File: src/rtl/sdram_trk_pkg.sv
package sdram_trk_pkg;
   // command code is {ras_n, cas_n, we_n}
   typedef enum logic [2:0] {
      C_MRS = 3'b000,
      C_REF = 3'b001,
      C_PRE = 3'b010,
      C_ACT = 3'b011,
      C_WR  = 3'b100,
      C_RD  = 3'b101,
      C_BST = 3'b110,
      C_NOP = 3'b111
   } cmd_t;

   typedef enum logic [1:0] {
      M_NORM = 2'd0,
      M_PPD  = 2'd1,
      M_APD  = 2'd2,
      M_SREF = 2'd3
   } pmode_t;
endpackage

File: src/rtl/trk_decode.sv
module trk_decode
   import sdram_trk_pkg::*;
#(
   parameter int NUM_BANKS = 4,
   localparam int BA_W     = $clog2(NUM_BANKS)
) (
   input  logic                 cmd_en,
   input  cmd_t                 cmd,
   input  logic [BA_W-1:0]      ba,
   input  logic                 ap,
   input  logic [NUM_BANKS-1:0] bank_active,
   output logic [NUM_BANKS-1:0] open_req,
   output logic [NUM_BANKS-1:0] close_req,
   output logic                 acc_start,
   output logic                 ld_base,
   output logic                 ld_ext,
   output logic                 err_cmd
);
   logic [NUM_BANKS-1:0] sel;
   logic                 any_open;
   logic                 tgt_open;

   assign sel      = NUM_BANKS'(1) << ba;
   assign any_open = |bank_active;
   assign tgt_open = bank_active[ba];

   always_comb begin
      open_req  = '0;
      close_req = '0;
      acc_start = 1'b0;
      ld_base   = 1'b0;
      ld_ext    = 1'b0;
      err_cmd   = 1'b0;
      if (cmd_en) begin
         unique case (cmd)
            C_ACT: begin
               if (tgt_open) err_cmd = 1'b1;
               else          open_req = sel;
            end
            C_RD, C_WR: begin
               if (!tgt_open) err_cmd = 1'b1;
               else begin
                  acc_start = 1'b1;
                  if (ap) close_req = sel;
               end
            end
            C_PRE: close_req = ap ? {NUM_BANKS{1'b1}} : sel;
            C_REF: err_cmd = any_open;
            C_MRS: begin
               if (any_open) err_cmd = 1'b1;
               else begin
                  ld_base = (ba == BA_W'(0));
                  ld_ext  = (ba == BA_W'(1));
               end
            end
            default: ;
         endcase
      end
   end
endmodule

File: src/rtl/trk_bank.sv
module trk_bank #(
   parameter int ROW_W = 12
) (
   input  logic             clk,
   input  logic             rst_n,
   input  logic             open_req,
   input  logic             close_req,
   input  logic [ROW_W-1:0] row_in,
   output logic             active,
   output logic [ROW_W-1:0] row
);
   always_ff @(posedge clk) begin
      if (!rst_n) begin
         active <= 1'b0;
         row    <= '0;
      end else if (open_req) begin
         active <= 1'b1;
         row    <= row_in;
      end else if (close_req) begin
         active <= 1'b0;
      end
   end
endmodule

File: src/rtl/trk_power.sv
module trk_power
   import sdram_trk_pkg::*;
#(
   parameter int ACC_CYC = 2,
   localparam int ACW    = $clog2(ACC_CYC + 1)
) (
   input  logic   clk,
   input  logic   rst_n,
   input  logic   cke,
   input  logic   self_req,
   input  logic   any_open,
   input  logic   acc_start,
   output pmode_t mode,
   output logic   in_norm,
   output logic   err_pwr
);
   logic [ACW-1:0] acc_cnt;
   logic           dropping;

   assign in_norm  = (mode == M_NORM);
   assign dropping = in_norm && !cke;
   assign err_pwr  = dropping && ((acc_cnt != '0) || (self_req && any_open));

   always_ff @(posedge clk) begin
      if (!rst_n) begin
         mode    <= M_NORM;
         acc_cnt <= '0;
      end else if (in_norm) begin
         if (!cke) begin
            acc_cnt <= '0;
            if (self_req && !any_open) mode <= M_SREF;
            else if (any_open)         mode <= M_APD;
            else                       mode <= M_PPD;
         end else if (acc_start) begin
            acc_cnt <= ACW'(ACC_CYC);
         end else if (acc_cnt != '0) begin
            acc_cnt <= acc_cnt - 1'b1;
         end
      end else if (cke) begin
         mode <= M_NORM;
      end
   end
endmodule

File: src/rtl/sdram_cmd_tracker.sv
module sdram_cmd_tracker
   import sdram_trk_pkg::*;
#(
   parameter int NUM_BANKS = 4,
   parameter int ROW_W     = 12,
   parameter int AP_BIT    = 10,
   parameter int ACC_CYC   = 2,
   localparam int BA_W     = $clog2(NUM_BANKS)
) (
   input  logic                       clk,
   input  logic                       rst_n,
   input  logic                       cs_n,
   input  logic                       ras_n,
   input  logic                       cas_n,
   input  logic                       we_n,
   input  logic                       cke,
   input  logic [BA_W-1:0]            ba,
   input  logic [ROW_W-1:0]           addr,
   output logic [NUM_BANKS-1:0]       bank_active,
   output logic [NUM_BANKS*ROW_W-1:0] open_row,
   output logic [1:0]                 mode,
   output logic [ROW_W-1:0]           mr_base,
   output logic [ROW_W-1:0]           mr_ext,
   output logic                       err
);
   if (NUM_BANKS < 2 || (1 << BA_W) != NUM_BANKS) begin : g_bad_banks
      $error("NUM_BANKS must be a power of two of at least 2");
   end
   if (AP_BIT >= ROW_W) begin : g_bad_ap
      $error("AP_BIT must lie inside the address");
   end
   if (ACC_CYC < 1) begin : g_bad_acc
      $error("ACC_CYC must be at least 1");
   end

   cmd_t                 cmd;
   pmode_t               pmode;
   logic                 in_norm, cmd_en, self_req;
   logic [NUM_BANKS-1:0] open_req, close_req;
   logic                 acc_start, ld_base, ld_ext, err_cmd, err_pwr;

   assign cmd      = cmd_t'({ras_n, cas_n, we_n});
   assign cmd_en   = in_norm && cke && !cs_n;
   assign self_req = !cs_n && (cmd == C_REF);
   assign mode     = pmode;

   trk_decode #(.NUM_BANKS(NUM_BANKS)) u_dec (
      .cmd_en(cmd_en), .cmd(cmd), .ba(ba), .ap(addr[AP_BIT]),
      .bank_active(bank_active), .open_req(open_req), .close_req(close_req),
      .acc_start(acc_start), .ld_base(ld_base), .ld_ext(ld_ext), .err_cmd(err_cmd)
   );

   trk_power #(.ACC_CYC(ACC_CYC)) u_pwr (
      .clk(clk), .rst_n(rst_n), .cke(cke), .self_req(self_req),
      .any_open(|bank_active), .acc_start(acc_start),
      .mode(pmode), .in_norm(in_norm), .err_pwr(err_pwr)
   );

   for (genvar i = 0; i < NUM_BANKS; i++) begin : g_bank
      trk_bank #(.ROW_W(ROW_W)) u_bank (
         .clk(clk), .rst_n(rst_n), .open_req(open_req[i]), .close_req(close_req[i]),
         .row_in(addr), .active(bank_active[i]), .row(open_row[i*ROW_W +: ROW_W])
      );
   end

   always_ff @(posedge clk) begin
      if (!rst_n) begin
         mr_base <= '0;
         mr_ext  <= '0;
         err     <= 1'b0;
      end else begin
         if (ld_base) mr_base <= addr;
         if (ld_ext)  mr_ext  <= addr;
         err <= err_cmd | err_pwr;
      end
   end
endmodule

File: config.mk
export PLATFORM = sky130hd
export DESIGN_NAME = sdram_cmd_tracker
export DESIGN_NICKNAME = d
export VERILOG_FILES = /design/src/rtl/sdram_trk_pkg.sv /design/src/rtl/trk_decode.sv /design/src/rtl/trk_bank.sv /design/src/rtl/trk_power.sv /design/src/rtl/sdram_cmd_tracker.sv
export SDC_FILE = /design/constraint.sdc
export NUM_CORES = 1
export LEC_CHECK = 0
export ABC_AREA = 0
export BUFFER_PORTS_ARGS = -buffer_cell sky130_fd_sc_hd__buf_2
export CAP_MARGIN = 20
export CELL_PAD_IN_SITES_DETAIL_PLACEMENT = 0
export CELL_PAD_IN_SITES_GLOBAL_PLACEMENT = 1
export CORE_ASPECT_RATIO = 1.2
export CORE_UTILIZATION = 28
export CTS_CLUSTER_DIAMETER = 120
export CTS_CLUSTER_SIZE = 8
export DETAILED_ROUTE_END_ITERATION = 16
export PLACE_DENSITY_LB_ADDON = 0.1
export SYNTH_ARGS = -nofsm -noshare
export SYNTH_HDL_FRONTEND = slang
export SYNTH_SLANG_ARGS = --single-unit
File: constraint.sdc
create_clock -name clk -period 3.1 [get_ports clk]
set_clock_uncertainty 0.1 [all_clocks]
set_input_delay 0.465 -clock clk [delete_from_list [all_inputs] [get_ports clk]]
set_output_delay 0.465 -clock clk [all_outputs]
set_load 0.02 [all_outputs]
==> metrics.cfg <==
[global_routing]
overflow=0
grt_max_degree=31
grt_use_total_pct=15.9
grt_pass1_vias=2445
antenna_found_initial=0
grt_pass1_wl_mm=13.9

[final_layout]
fin_cells=562
mostFrequentLayoutCells=99 x buf_2, 81 x dfxtp_1, 48 x nand3_1, 40 x o21ai_1, 35 x nor2_1
fillers=1183
drive_gt1_share_pct=31.2
post-route-util_pct=36.3
area_growth_syn_to_layout_pct=26.3
final_nets=449
final_cell_area_um2=4010
layout_commonest_cell=buf_2
n_antenna_cell=0

[place]
place_area_um2=3700
port-buffer-count=99
place_hpwl_mm=6.53
placedCellCount=546
gp_congestion=0.738

[route]
wl_met2_mm=4.25
dr_wl_met3_um=471
dr.max_layer_used=met4
met1_length_mm=4.22
viasPerCell=4.83
ant_nets=0
drc_errors=0
wirelength_mm=9.02
drtPass1Iterations=4
wire_per_inst_um=16.1
num_vias=2714
initialDrtViolationCount=76

[setup_path]
critical_path.max_fanout=25
r2r_setup_slack_ns=0.70
path_cells=nor2_1 -> ha_1 -> nand3b_1 -> or4b_1 -> nand3_1 -> o21ai_2
cpPeakStageDelay_ns=0.89
cp_top_family=simple AND/OR/NAND/NOR gates
path_class=reg -> reg
reg2regPathDepth=6
crit_required_ns=3.20
reg2reg_from=u_pwr.mode[0]
cp.buffers_inverters=0
rr_endpoint=g_bank[0].u_bank.row[11]
cp_slowest_cell=or4b_1
end_kind=register
cp_data_arrival_time_ns=2.50
cp-start-kind=register

[timing]
worst_pin_slew_ns=0.802
period_share_pct=77.5
timing.fmax_mhz=416
drv_slew=0
finalCriticalPeriod_ns=2.40
rsz0062_at_grt=no
setup_viol=0
finalHoldViolCount=0
slew_headroom_pct=46.5
tns_ns=0

[cts]
cts.root.buffer_cell=clkbuf_16
cts_setup_buffers=0
clk_pin_slew_worst_paths_ns=0.06
cts_tree=built
cts.sinks=81
cts_buffer_depth=2
cts_buffers=9
clock_latency_ns=0.33
cts_resized=0
h-tree-depth=3
cts_hold_buf=0

[power]
intPower_mw=1.77
comb_power_share_pct=6.6
pwr-share-seq_pct=46.1
switchingPower_mw=0.527
vdd.ir_drop.worst_mv=0.218
power.density_nw_per_um2=572
swShare_pct=23.0
p_clk_share_pct=47.3
p_leak_nw=1.94

[synth]
syn_area_um2=3170
synth-seq-cells=81
yosysUniqueCellTypes=38
syn-num-nets=361
synth_edf_count=0
ys_warn_count=0
syn_area_per_cell_um2=9.42
synth_ff_type=dfxtp_1
async_reset_ff_share_pct=0
postSynthCellCount=337
yosysSeqAreaShare_pct=51.1

[worst_hold_path]
holdPathStages=3
min-delay-start=addr[1]
hold_path.class=in -> reg
hold_end=mr_base[1]

[job]
maxCapViolCount=0

[outcome]
outcome=completed

[floorplanning]
coreArea_um2=11000
rows=42
die_w_um=99.2
ios=100
fp.dieArea_um2=11800
start_util_pct=28.8
die_h_um=119

-- tightest hold or removal path, delay by kind of cell --
family,cells,cell delay (ns)
buf+inv,1,0.10
mux,1,0.06
simple gates,1,0.07
-- kinds of logic after synthesis --
logic type                 after synthesis  share of synthesized area (%)
AOI/OAI and AO/OA                       68                           13.3
buffers and inverters                   35                           6.74
DFF                                     81                           51.1
and+or+nand+nor                        123                           18.8
muxes                                   27                           8.91
adders and majority gates                3                           1.18
-- synth_stat cells, types with 2 or more instances --
cell type,n,area [um2]
o21ai_1,40,200
nand2b_1,2,12.5
o21ai_0,4,20.0
buf_1,5,18.8
a22oi_1,2,15.0
nand4_1,6,37.5
nand3_1,48,240
nor2b_1,2,12.5
o21ai_2,8,70.1
ha_1,3,37.5
nand2_1,19,71.3
buf_2,6,30.0
mux2i_1,26,260
dfxtp_1,81,1620
inv_1,5,18.8
buf_6,8,90.1
nor3_1,2,10.0
clkbuf_1,7,26.3
nor2_1,35,131
o22ai_1,2,12.5
buf_4,4,30.0
or4b_1,3,30.0
a41o_1,4,40.0
-- per-layer routing --
layer,vias to the layer above,global-route usage [%]
met5,-,0
met4,0,5.51
met3,6,4.79
met2,70,25.0
met1,1263,20.5
li1,1375,-
-- how the worst max path moves through the flow --
stage,start,to,slack [ns],cells past startpoint
after floorplan,ba[0],g_bank[0].u_bank.row[11],0.89,7
after CTS,u_pwr.mode[0],g_bank[0].u_bank.row[4],0.65,6
final,u_pwr.mode[0],g_bank[0].u_bank.row[11],0.70,6
after detailed placement,ba[1],g_bank[0].u_bank.row[10],0.43,5
after global routing,u_pwr.mode[0],g_bank[0].u_bank.row[6],0.50,6
after global placement,ba[1],g_bank[0].u_bank.row[10],0.49,5
-- stage by stage --
stage	power (mW)	worst slack, ns	hold WS, ns
floorplan	1.17	0.886	0.339
global route	2.39	0.502	0.317
global placement	1.24	0.486	0.344
finish	2.29	0.698	0.305
CTS	2.34	0.655	0.294
detailed placement	1.24	0.427	0.351
-- power groups by stage --
stage               logic [mW]  registers [mW]  clock network [mW]
floorplan               0.0828            1.09                   0
global placement         0.155            1.08                   0
detailed placement       0.155            1.08                   0
CTS                      0.156            1.06                1.13
global route             0.169            1.06                1.16
finish                   0.152            1.06                1.08
-- flip-flops by register name (all words and copies together) (netlist names) --
register              count
mr_base                  12
u_pwr.mode                2
mr_ext                   12
err                       1
g_bank.u_bank.row        48
u_pwr.acc_cnt             2
g_bank.u_bank.active      4
-- cell type report --
type | count | area (um2) | share of cell area, %
tap | 132 | 165 | 4.12
clock buffer | 12 | 256 | 6.40
timing repair buffer | 107 | 556 | 13.9
inverter | 5 | 18.8 | 0.468
clock inverter | 4 | 51.3 | 1.28
multi-input combinational | 221 | 1340 | 33.4
sequential | 81 | 1620 | 40.5
(Power assumes the default switching activity.)
